`src/rtl/seq_pkg.sv`:
```
// Package: shared operation encoding and sizes for the program sequencer.
// Assumes the decoder outside supplies one of these codes every cycle.
package seq_pkg;
    localparam int ADDR_W      = 10;
    localparam int STACK_DEPTH = 31;

    typedef enum logic [3:0] {
        OP_ADV      = 4'd0,
        OP_JUMP     = 4'd1,
        OP_CALL     = 4'd2,
        OP_RET      = 4'd3,
        OP_RETI_EN  = 4'd4,
        OP_INT_ON   = 4'd5,
        OP_INT_OFF  = 4'd6,
        OP_RETI_DIS = 4'd7
    } seq_op_e;

    localparam logic [2:0] CC_ALWAYS = 3'd0;
    localparam logic [2:0] CC_ZSET   = 3'd4;
    localparam logic [2:0] CC_ZCLR   = 3'd5;
    localparam logic [2:0] CC_CSET   = 3'd6;
    localparam logic [2:0] CC_CCLR   = 3'd7;
endpackage

```
`src/rtl/seq_cond_eval.sv`:
```
// Module: evaluates a 3-bit branch condition against the carry and zero flags.
// Assumes codes 1..3 are reserved and must never be satisfied.
module seq_cond_eval (
    input  logic [2:0] cond,
    input  logic       flag_c,
    input  logic       flag_z,
    output logic       hit
);
    import seq_pkg::*;

    // Purpose: map condition code and flags to a taken/not-taken decision.
    always_comb begin
        unique case (cond)
            CC_ALWAYS: hit = 1'b1;
            CC_ZSET:   hit = flag_z;
            CC_ZCLR:   hit = ~flag_z;
            CC_CSET:   hit = flag_c;
            CC_CCLR:   hit = ~flag_c;
            default:   hit = 1'b0;
        endcase
    end
endmodule

```
`src/rtl/seq_ret_stack.sv`:
```
// Module: return-address stack with a wrapping top-of-stack pointer.
// Assumes push and pop never occur together; the top entry is readable
// combinationally. Overflow and underflow wrap without any indication.
module seq_ret_stack #(
    parameter int DEPTH = 31,
    parameter int AW    = 10
) (
    input  logic          clk,
    input  logic          rst_n,
    input  logic          push,
    input  logic          pop,
    input  logic [AW-1:0] push_data,
    output logic [AW-1:0] top_data
);
    localparam int             PW   = (DEPTH > 1) ? $clog2(DEPTH) : 1;
    localparam logic [PW-1:0]  LAST = PW'(DEPTH - 1);

    logic [PW-1:0] tos;
    logic [PW-1:0] tos_up;
    logic [PW-1:0] tos_dn;
    logic [AW-1:0] rd_slot [DEPTH];

    // Purpose: neighbouring pointer values with modular wrap.
    always_comb begin
        tos_up = (tos == LAST) ? '0 : tos + 1'b1;
        tos_dn = (tos == '0) ? LAST : tos - 1'b1;
    end

    // Purpose: move the pointer on push or pop; empty is slot 0.
    always_ff @(posedge clk) begin
        if (!rst_n)
            tos <= '0;
        else if (push)
            tos <= tos_up;
        else if (pop)
            tos <= tos_dn;
    end

    for (genvar i = 0; i < DEPTH; i++) begin : g_slot
        logic [AW-1:0] q;
        // Purpose: write this slot when the incremented pointer selects it.
        always_ff @(posedge clk) begin
            if (push && (tos_up == PW'(i)))
                q <= push_data;
        end
        assign rd_slot[i] = q;
    end

    assign top_data = rd_slot[tos];

    AST_TOS_IN_RANGE: assert property (@(posedge clk) disable iff (!rst_n)
        tos <= LAST);
    AST_PUSH_POP_EXCL: assert property (@(posedge clk) disable iff (!rst_n)
        !(push && pop));
    AST_PUSH_THEN_TOP: assert property (@(posedge clk) disable iff (!rst_n)
        push |=> (top_data == $past(push_data)));
endmodule

```
`src/rtl/seq_int_ctrl.sv`:
```
// Module: interrupt enable, flag preservation, acknowledge and restore pulse.
// Assumes the take decision overrides every operation in the same cycle.
module seq_int_ctrl (
    input  logic clk,
    input  logic rst_n,
    input  logic irq_req,
    input  logic do_on,
    input  logic do_off,
    input  logic do_reti_en,
    input  logic do_reti_dis,
    input  logic flag_c_in,
    input  logic flag_z_in,
    output logic take,
    output logic int_en,
    output logic ack,
    output logic restore,
    output logic keep_c,
    output logic keep_z
);
    assign take = int_en & irq_req;

    // Purpose: update enable, preserved flags and the two one-cycle pulses.
    always_ff @(posedge clk) begin
        if (!rst_n) begin
            int_en  <= 1'b0;
            ack     <= 1'b0;
            restore <= 1'b0;
            keep_c  <= 1'b0;
            keep_z  <= 1'b0;
        end else begin
            ack     <= take;
            restore <= ~take & (do_reti_en | do_reti_dis);
            if (take) begin
                int_en <= 1'b0;
                keep_c <= flag_c_in;
                keep_z <= flag_z_in;
            end else if (do_on || do_reti_en) begin
                int_en <= 1'b1;
            end else if (do_off || do_reti_dis) begin
                int_en <= 1'b0;
            end
        end
    end

    AST_ACK_ONE_CYCLE: assert property (@(posedge clk) disable iff (!rst_n)
        ack |=> !ack);
    AST_ACK_DISABLES: assert property (@(posedge clk) disable iff (!rst_n)
        ack |-> !int_en);
    AST_NO_TAKE_DISABLED: assert property (@(posedge clk) disable iff (!rst_n)
        !int_en |=> !ack);
    AST_RETI_PULSE: assert property (@(posedge clk) disable iff (!rst_n)
        (do_reti_en && !take) |=> (restore && int_en));
endmodule

```
`src/rtl/prog_sequencer.sv`:
```
// Module: program counter and flow-control unit with return stack and
// interrupt entry. One operation is consumed per clock; pc_out is registered.
// Assumes op_code/op_cond/op_target describe the instruction at pc_out.
module prog_sequencer #(
    parameter int ADDR_W      = seq_pkg::ADDR_W,
    parameter int STACK_DEPTH = seq_pkg::STACK_DEPTH
) (
    input  logic              clk,
    input  logic              rst_n,
    input  logic [3:0]        op_code,
    input  logic [2:0]        op_cond,
    input  logic [ADDR_W-1:0] op_target,
    input  logic              flag_c_in,
    input  logic              flag_z_in,
    input  logic              irq_req,
    output logic [ADDR_W-1:0] pc_out,
    output logic              irq_ack,
    output logic              int_enable,
    output logic              flag_restore,
    output logic              flag_c_out,
    output logic              flag_z_out
);
    import seq_pkg::*;

    localparam logic [ADDR_W-1:0] IRQ_VEC = '1;
    localparam logic [ADDR_W-1:0] ONE     = ADDR_W'(1);

    seq_op_e           op;
    logic              hit;
    logic              take;
    logic              push;
    logic              pop;
    logic [ADDR_W-1:0] pc;
    logic [ADDR_W-1:0] pc_nxt;
    logic [ADDR_W-1:0] top;

    assign op = seq_op_e'(op_code);

    seq_cond_eval u_cond (
        .cond   (op_cond),
        .flag_c (flag_c_in),
        .flag_z (flag_z_in),
        .hit    (hit)
    );

    seq_ret_stack #(.DEPTH(STACK_DEPTH), .AW(ADDR_W)) u_stack (
        .clk       (clk),
        .rst_n     (rst_n),
        .push      (push),
        .pop       (pop),
        .push_data (pc),
        .top_data  (top)
    );

    seq_int_ctrl u_int (
        .clk         (clk),
        .rst_n       (rst_n),
        .irq_req     (irq_req),
        .do_on       (op == OP_INT_ON),
        .do_off      (op == OP_INT_OFF),
        .do_reti_en  (op == OP_RETI_EN),
        .do_reti_dis (op == OP_RETI_DIS),
        .flag_c_in   (flag_c_in),
        .flag_z_in   (flag_z_in),
        .take        (take),
        .int_en      (int_enable),
        .ack         (irq_ack),
        .restore     (flag_restore),
        .keep_c      (flag_c_out),
        .keep_z      (flag_z_out)
    );

    // Purpose: choose the next address and the stack action for this cycle.
    always_comb begin
        pc_nxt = pc + ONE;
        push   = 1'b0;
        pop    = 1'b0;
        if (take) begin
            push   = 1'b1;
            pc_nxt = IRQ_VEC;
        end else begin
            unique case (op)
                OP_JUMP: if (hit) pc_nxt = op_target;
                OP_CALL: if (hit) begin
                    push   = 1'b1;
                    pc_nxt = op_target;
                end
                OP_RET: if (hit) begin
                    pop    = 1'b1;
                    pc_nxt = top + ONE;
                end
                OP_RETI_EN, OP_RETI_DIS: begin
                    pop    = 1'b1;
                    pc_nxt = top;
                end
                default: ;
            endcase
        end
    end

    // Purpose: program counter register.
    always_ff @(posedge clk) begin
        if (!rst_n)
            pc <= '0;
        else
            pc <= pc_nxt;
    end

    assign pc_out = pc;

    AST_PC_ADVANCE: assert property (@(posedge clk) disable iff (!rst_n)
        (op == OP_ADV && !take) |=> (pc_out == $past(pc_out) + ONE));
    AST_JUMP_TAKEN: assert property (@(posedge clk) disable iff (!rst_n)
        (op == OP_JUMP && hit && !take) |=> (pc_out == $past(op_target)));
    AST_CALL_NO_COND: assert property (@(posedge clk) disable iff (!rst_n)
        (op == OP_CALL && !hit && !take) |=> (pc_out == $past(pc_out) + ONE));
    AST_IRQ_VECTOR: assert property (@(posedge clk) disable iff (!rst_n)
        irq_ack |-> (pc_out == IRQ_VEC));
    AST_RET_RESUME: assert property (@(posedge clk) disable iff (!rst_n)
        (op == OP_RET && hit && !take) |=> (pc_out == $past(top) + ONE));
endmodule

```
`config.mk`:
```
export PLATFORM = sky130hd
export DESIGN_NAME = prog_sequencer
export DESIGN_NICKNAME = d
export VERILOG_FILES = /design/src/rtl/seq_pkg.sv /design/src/rtl/seq_cond_eval.sv /design/src/rtl/seq_ret_stack.sv /design/src/rtl/seq_int_ctrl.sv /design/src/rtl/prog_sequencer.sv
export SDC_FILE = /design/constraint.sdc
export NUM_CORES = 1
export LEC_CHECK = 0
export BUFFER_PORTS_ARGS = -buffer_cell sky130_fd_sc_hd__buf_2
export CORE_MARGIN = 2
export CORE_UTILIZATION = 55
export DETAILED_ROUTE_END_ITERATION = 10
export PLACE_DENSITY_LB_ADDON = 0.05
export SLEW_MARGIN = 30
export SYNTH_ARGS = -nofsm -noshare
export SYNTH_HDL_FRONTEND = slang
export SYNTH_HIERARCHICAL = 1
export SYNTH_SLANG_ARGS = --single-unit
```
`constraint.sdc`:
```
create_clock -name clk -period 4.4 [get_ports clk]
set_input_delay 0.22 -clock clk [delete_from_list [all_inputs] [get_ports clk]]
set_output_delay 0.22 -clock clk [all_outputs]
set_load 0.01 [all_outputs]
```
==> metrics.cfg, run 1 <==
[detailed_routing]
wirelength_um=32800
vias=7926
drc_errors=0
viasPerCell=6.26
drt_first_pass_iters=5
antenna_left=0
first_iter_violations=856
routedWlPerCell_um=25.9

[layout]
multi_input_area_um2=3940
instances_no_fill=1266
diode_insertion_count_for_antenna_repair=0
area_growth_syn_to_layout_pct=12.1
final_net_count=941
finish.utilization_pct=62.6
final.fill_count=1825
seq_area_um2=9720
post_route_cells_drive_above_1_share_pct=21.3

[synthesis]
postSynth.asyncResetShare_pct=0
mux_contribution_to_synthesized_area_pct=13.4
synth.cell_area_um2=14000
postSynthAreaPerCell_um2=16.8
yosys_register_bits=330
yosysWarnings=6
ys_dominant_reg_cell=sky130_fd_sc_hd__edfxtp_1
synthesis.nets=863
synthTopCellsByCount=sky130_fd_sc_hd__edfxtp_1 (310), sky130_fd_sc_hd__mux2i_1 (63), sky130_fd_sc_hd__nor2_1 (48), sky130_fd_sc_hd__mux4_2 (43), sky130_fd_sc_hd__nand2_1 (42)
post-synth-top-count-cell=sky130_fd_sc_hd__edfxtp_1
combinational_family_with_the_most_area_after_synthesis=multiplexers
netlist.top_cell.by_area=sky130_fd_sc_hd__edfxtp_1
post_synth_xor_area_fraction_pct=1.18
synth.yosys.seq_area_share_pct=69.3
synth_simple_gate_area_share_pct=5.89
synth_compound_area_share_pct=7.00
post_synthesis_adder_cell_area_fraction_pct=0.625
synth_cells=834
synth_top_area_share_pct=66.4
synthTopCellsByArea=sky130_fd_sc_hd__edfxtp_1 (66%), sky130_fd_sc_hd__mux4_2 (6.9%), sky130_fd_sc_hd__mux2i_1 (4.5%), sky130_fd_sc_hd__dfxtp_1 (2.9%), sky130_fd_sc_hd__mux4_1 (1.7%)
number_of_enable_flip_flop_cells_after_synthesis=310
netlist-cell-type-count=75

[grt]
grt_pass1_wl_um=49000
global_route.overflow_total=0
grt_antenna_before_repair=0
number_of_global_route_vias_before_repair=7779
grt_max_degree=56
grtUsageTotal_pct=25.2

[clock_network]
ctsRootBufferMaster=sky130_fd_sc_hd__clkbuf_16
htree_num_levels=2
clk_transition_reported_paths_ps=60
cts_buffers=35
maximum_root_to_sink_buffer_count=3
worst_skew_pair.late_latency_ps=500
post_cts_repair_resize_count=0
clkSinkCount=330
cts_tree=built

[sta]
setup_violations_final=0
final-max-slew-violation-count=0
finalCritPeriodShare_pct=84.1
worst-slew-pin-transition_ps=868
timing.setup.tns_ps=0
period_needed_ps=3700
maxSlewHeadroom_pct=41.9
clock.fmax_mhz=270
clock-skew-final_ps=13.1
report.final.hold_viol_count=0
unrepaired_setup_endpoints_after_global_routing=false

[setup_path]
cp_slowest_stage_delay_ps=840
critical_path.reg2reg.startpoint=u_stack/tos[1]$_SDFFE_PN0P_
r2r-end=pc_out[7]$_SDFF_PN0_
worstSetupStartpoint=u_stack/tos[1]$_SDFFE_PN0P_
rrSetupSlack_ps=700
criticalPathCategory=reg2reg
cp_slowest_cell=sky130_fd_sc_hd__dfxtp_4
crit_path_end_kind=flip-flop
crit_chain=buf_12 -> buf_4 -> mux4_2 -> mux2_2 -> a21oi_1 -> a221oi_1 -> nand3_1 -> o311ai_1 -> a311oi_1 -> a311o_1
critical_path_required_ps=4790
worstRegToRegCells=10
worst-path-max-fanout=47
setup.worst_path.start_class=flip-flop
worst_ep_arrival_time_ps=4090

[hold_path]
worstHoldStart=flag_c_in
whs_path_depth=3
hp-class=in2reg
hold_path_end=u_int/keep_c$_SDFFE_PN0P_

[pwr]
vdd_drop_max_mv=0.349
pwr_density_cell_nw_per_um2=444
swShare_pct=24.3
clock_power_share_pct=37.1
logic_gate_share_of_total_power_pct=11.6
power.net_switching_w=0.00169
power.static_leakage_nw=5.09
power.share.sequential_pct=51.3
p_int_w=0.00528

[floorplan]
die_w_um=164
placementRows=58
die_h_um=164
die-area_um2=26800
ios=37
fp.coreArea_um2=25100
initial_utilization_pct=55.8

[placed_design]
dp_cells=1204
buffer_ports.inserted=36
detailed_place_hpwl_um=20900
gp_congestion=0.880

[flow_run]
maxCapViolCount=0

[run_status]
outcome=finished clean

-- placed cells by master (no fill, tap or decap), drive strengths merged, types with 4 or more instances in the layout --
master / count
a211oi: 5
a21boi: 4
a21oi: 32
a221oi: 11
a22o: 4
a31oi: 4
buf: 87
clkbuf: 44
clkinv: 16
dfxtp: 20
edfxtp: 310
ha: 7
inv: 13
mux2: 4
mux2i: 63
mux4: 52
nand2: 43
nand2b: 6
nand3: 19
nor2: 49
nor2b: 9
nor3: 15
o211ai: 6
o21a: 5
o21ai: 11
o221ai: 9
o22ai: 14
o2bb2ai: 6
xnor2: 12
xor2: 6
-- sequential cells by signal (all words and copies together) (netlist names) --
| name | cells |
|---|---|
| pc_out | 10 |
| u_int/keep_c | 1 |
| u_int/ack | 1 |
| u_int/int_en | 1 |
| u_stack/tos | 5 |
| u_int/restore | 1 |
| u_int/keep_z | 1 |
| u_stack/g_slot.q | 310 |
-- through the flow --
stage	total power [W]	worst slack [ps]	hold slack, ps	cell area, um^2
floorplan	0.00416	1370	337	14000
global placement	0.00444	802	494	14700
detailed placement	0.00445	728	506	14700
CTS	0.00702	685	12.1	15700
global route	0.00721	438	25.9	15700
finish	0.00697	698	20.7	15700
-- area by class of cell --
type	count	area share (%)
Multi-Input combinational cell	444	25.1
Timing Repair Buffer	88	3.81
Sequential cell	330	61.9
Tap cell	330	2.63
Clock inverter	17	0.518
Clock buffer	44	5.79
Inverter	13	0.311
-- worst max path at each step --
stage | end | slack (ps)
CTS | pc_out[9]$_SDFF_PN0_ | 680
finish | pc_out[7]$_SDFF_PN0_ | 700
floorplan | u_stack/g_slot[19].q[0]$_DFFE_PP_ | 1370
global placement | pc_out[6]$_SDFF_PN0_ | 800
detailed placement | pc_out[7]$_SDFF_PN0_ | 730
global route | pc_out[9]$_SDFF_PN0_ | 440
-- worst max-delay path: cells and delay by family, from the launching register on --
family / cells / cell delay [ps]
muxes: 2 / 380
AOI/OAI and AO/OA: 5 / 1440
DFF: 1 / 840
and+or+nand+nor: 1 / 310
buffers and inverters: 2 / 580
-- timing repair --
action / CTS / global route
buffers inserted: 0 / 0
endpoints found under the setup margin: 0 / 0
hold buffers: 1 / 0
hold endpoints to repair: 1 / 0
-- power groups by stage --
stage | combinational, W | sequential (W) | clock [W]
6_report | 0.000808 | 0.00358 | 0.00259
5_1_grt | 0.000868 | 0.00359 | 0.00276
4_1_cts | 0.000808 | 0.00358 | 0.00263
3_5_place_dp | 0.000806 | 0.00365 | 0
3_3_place_gp | 0.000790 | 0.00365 | 0
2_1_floorplan | 0.000492 | 0.00367 | 0
-- kinds of logic (layout without fill, tap and decap cells) --
kind of cell             count (synthesis)  in the layout
AO/OA/AOI/OAI                          135            135
adder cells (fa/ha/maj)                  7              7
multiplexers                           119            119
AND/OR/NAND/NOR                        165            165
buffers and inverters                   60            162
flip-flops                             330            330
XOR/XNOR                                18             18
-- per-layer routing --
layer | wire length (um) | global-route usage, %
met5 | 0 | 0
met4 | 975 | 8.29
met3 | 1970 | 4.67
met2 | 15300 | 38.8
met1 | 14500 | 36.9
Power figures use the tool's default switching activity.
==> run 2: changes to the inputs <==
clock period = 3.9 ns   (was 4.4 ns; I/O delays follow)
==> run 2 against run 1 <==
  * Non-clock buffer count increased by 9
  * Sequential cell count unchanged
  * Clock skew decreased by 3.3 ps
  * Highest routed layer unchanged
==> metrics.cfg, run 2 (synthesis gave the netlist of run 1 again) <==
[run_status]
outcome=finished clean

[placed_design]
gp_congestion=0.888  ; +0.93%
buffer_ports.inserted=36  ; unchanged
preCtsSetupSlack_ps=309  ; -418 ps
detailed_place_hpwl_um=20800  ; -0.15%

[clock_network]
ctsRootBufferMaster=sky130_fd_sc_hd__clkbuf_16
maximum_root_to_sink_buffer_count=3  ; unchanged
clkSinkCount=330  ; unchanged
cts_tree=built
htree_num_levels=2  ; unchanged
cts_buffers=35  ; unchanged
worst_skew_pair.late_latency_ps=500  ; about the same
clk_transition_reported_paths_ps=60  ; about the same

[setup_path]
criticalPathCategory=reg2reg
critical_path.reg2reg.startpoint=u_stack/tos[1]$_SDFFE_PN0P_
cp_slowest_cell=sky130_fd_sc_hd__dfxtp_4
worst-path-max-fanout=43  ; -8.5%
path_common_cell=sky130_fd_sc_hd__buf_4
crit_chain=buf_4 -> mux2i_1 -> o221ai_1 -> a21oi_1 -> o21a_1 -> a221oi_1 -> buf_4 -> nand2_1 -> o311ai_1 -> a311oi_1 -> a311o_1
worstRegToRegCells=11  ; +1
crit_family=compound AO/OA/AOI/OAI gates
path_buf_inv=2  ; unchanged
crit_path_end_kind=flip-flop
setup.worst_path.start_class=flip-flop
cp_slowest_stage_delay_ps=830  ; about the same
r2r-end=pc_out[7]$_SDFF_PN0_
critical_path_required_ps=4280  ; -510 ps
rrSetupSlack_ps=220  ; -480 ps
worst_ep_arrival_time_ps=4060  ; -30 ps

[grt]
grt_antenna_before_repair=0  ; unchanged
global_route.overflow_total=0  ; unchanged
grt_pass1_wl_um=49000  ; +0.13%
grt_max_degree=45  ; -20%
number_of_global_route_vias_before_repair=7819  ; +0.51%
grtUsageTotal_pct=25.2  ; -0.039 points

[layout]
final_cell_mix=sky130_fd_sc_hd__edfxtp_1 (310), sky130_fd_sc_hd__mux2i_1 (63), sky130_fd_sc_hd__buf_4 (56)
diode_insertion_count_for_antenna_repair=0  ; unchanged
post_route_cells_drive_above_1_share_pct=22.2  ; +0.96 points
top_register=u_stack/g_slot.q
layout.cells.most_common=sky130_fd_sc_hd__edfxtp_1
area_growth_syn_to_layout_pct=13.1
final.fill_count=1852  ; +1.5%
largest_register_ff_count=310  ; unchanged
final_net_count=950  ; +0.96%

[detailed_routing]
drt_first_pass_iters=5  ; unchanged
wirelength_um=32800  ; about the same
vias=8001  ; +0.95%
drc_errors=0  ; unchanged
antenna_left=0  ; unchanged
first_iter_violations=878  ; +2.6%
routedWlPerCell_um=25.7  ; -0.70%
viasPerCell=6.28  ; +0.23%

[sta]
period_needed_ps=3680  ; -24.8 ps
clock.fmax_mhz=272  ; +0.67%
whs_ps=52.0  ; +31.3 ps
timing.setup.tns_ps=0  ; unchanged
unrepaired_setup_endpoints_after_global_routing=false
final-max-slew-violation-count=0  ; unchanged
maxSlewHeadroom_pct=35.9  ; -6.0 points
layout_setup_ws_ps=222  ; -475 ps
setup_violations_final=0  ; unchanged
report.final.hold_viol_count=0  ; unchanged
finalCritPeriodShare_pct=94.3  ; +10 points
clock-skew-final_ps=9.84  ; -3.25 ps
worst-slew-pin-transition_ps=960  ; +91.6 ps

[floorplan]
die-area_um2=26800  ; unchanged
placementRows=58  ; unchanged
die_h_um=164  ; unchanged
ios=37  ; unchanged
initial_utilization_pct=55.8  ; unchanged
die_w_um=164  ; unchanged
fp.coreArea_um2=25100  ; unchanged

[pwr]
pwr_density_cell_nw_per_um2=508  ; +14%
report.power.total_w=0.00805  ; +15%
vdd_drop_max_mv=0.420  ; +20%
power.static_leakage_nw=5.15  ; +1.2%

[hold_path]
whs_path_depth=3  ; unchanged
hold_path_end=u_int/keep_c$_SDFFE_PN0P_
worstHoldStart=irq_req
hp-class=in2reg

[flow_run]
maxCapViolCount=0  ; unchanged

-- run 2: cell count changes in the layout (fill, tap and decap cells not counted), sizes merged --
cell	change
buf	+6
clkinv	-6
dlygate4sd3	+3
bufinv	+2
clkinvlp	+2
clkbuf	+1
inv	+1
-- run 2: how the worst max path moves through the flow --
stage / startpoint / slack (ps) / cells past startpoint / end
floorplan: u_stack/tos[0]$_SDFFE_PN0P_ / 870 / 11 / u_stack/g_slot[19].q[0]$_DFFE_PP_
global placement: u_stack/tos[1]$_SDFFE_PN0P_ / 210 / 9 / pc_out[8]$_SDFF_PN0_
detailed placement: u_stack/tos[1]$_SDFFE_PN0P_ / 310 / 11 / pc_out[7]$_SDFF_PN0_
CTS: u_stack/tos[1]$_SDFFE_PN0P_ / 270 / 11 / pc_out[7]$_SDFF_PN0_
global route: u_stack/tos[1]$_SDFFE_PN0P_ / 60 / 11 / pc_out[7]$_SDFF_PN0_
finish: u_stack/tos[1]$_SDFFE_PN0P_ / 220 / 11 / pc_out[7]$_SDFF_PN0_
-- run 2: stage by stage --
stage / instance area [um^2] / std cells / utilization, %
floorplan: 14000 / 834 / -
global placement: 14700 / 1210 / 58.7
detailed placement: 14700 / 1210 / 58.7
CTS: 15800 / 1275 / 63.1
global route: 15800 / 1275 / 63.1
finish: 15800 / 1275 / 63.1
-- run 2: layout make-up --
class / instances / area [um^2] / area share, %
inverter: 13 / 48.8 / 0.308
clock inverter: 16 / 146 / 0.924
tap: 330 / 413 / 2.61
multi-input combinational: 444 / 3940 / 24.9
clock buffer: 45 / 913 / 5.77
sequential: 330 / 9720 / 61.4
timing repair buffer: 97 / 661 / 4.17
-- run 2: what timing repair did --
action / in CTS / in global routing
gates resized for setup: 0 / 0
setup buffers: 0 / 0
hold endpoints to repair: 2 / 0
hold buffers: 4 / 0
-- run 2: worst register-to-register path, cell delays in order (launching register included) --
cell and delay (ps):
sky130_fd_sc_hd__dfxtp_4 830, sky130_fd_sc_hd__buf_4 330, sky130_fd_sc_hd__mux2i_1 110, sky130_fd_sc_hd__o221ai_1 330
sky130_fd_sc_hd__a21oi_1 160, sky130_fd_sc_hd__o21a_1 220, sky130_fd_sc_hd__a221oi_1 430, sky130_fd_sc_hd__buf_4 240
sky130_fd_sc_hd__nand2_1 110, sky130_fd_sc_hd__o311ai_1 320, sky130_fd_sc_hd__a311oi_1 140, sky130_fd_sc_hd__a311o_1 330
-- run 2: per-layer routing --
layer	track usage (%)	share of wire [%]	vias up
li1	-	-	3523
met1	37.5	44	4140
met2	38.7	47	280
met3	4.19	6.4	58
met4	7.74	2.9	0
met5	0	0	-
-- run 2: report_power, final --
part	leakage (nW)	total (W)	switching, W	internal (W)
Sequential	3.00	0.00404	0.0000654	0.00398
Clock	0.512	0.00308	0.00129	0.00180
Combinational	1.64	0.000920	0.000578	0.000342
Total	5.15	0.00805	0.00193	0.00612
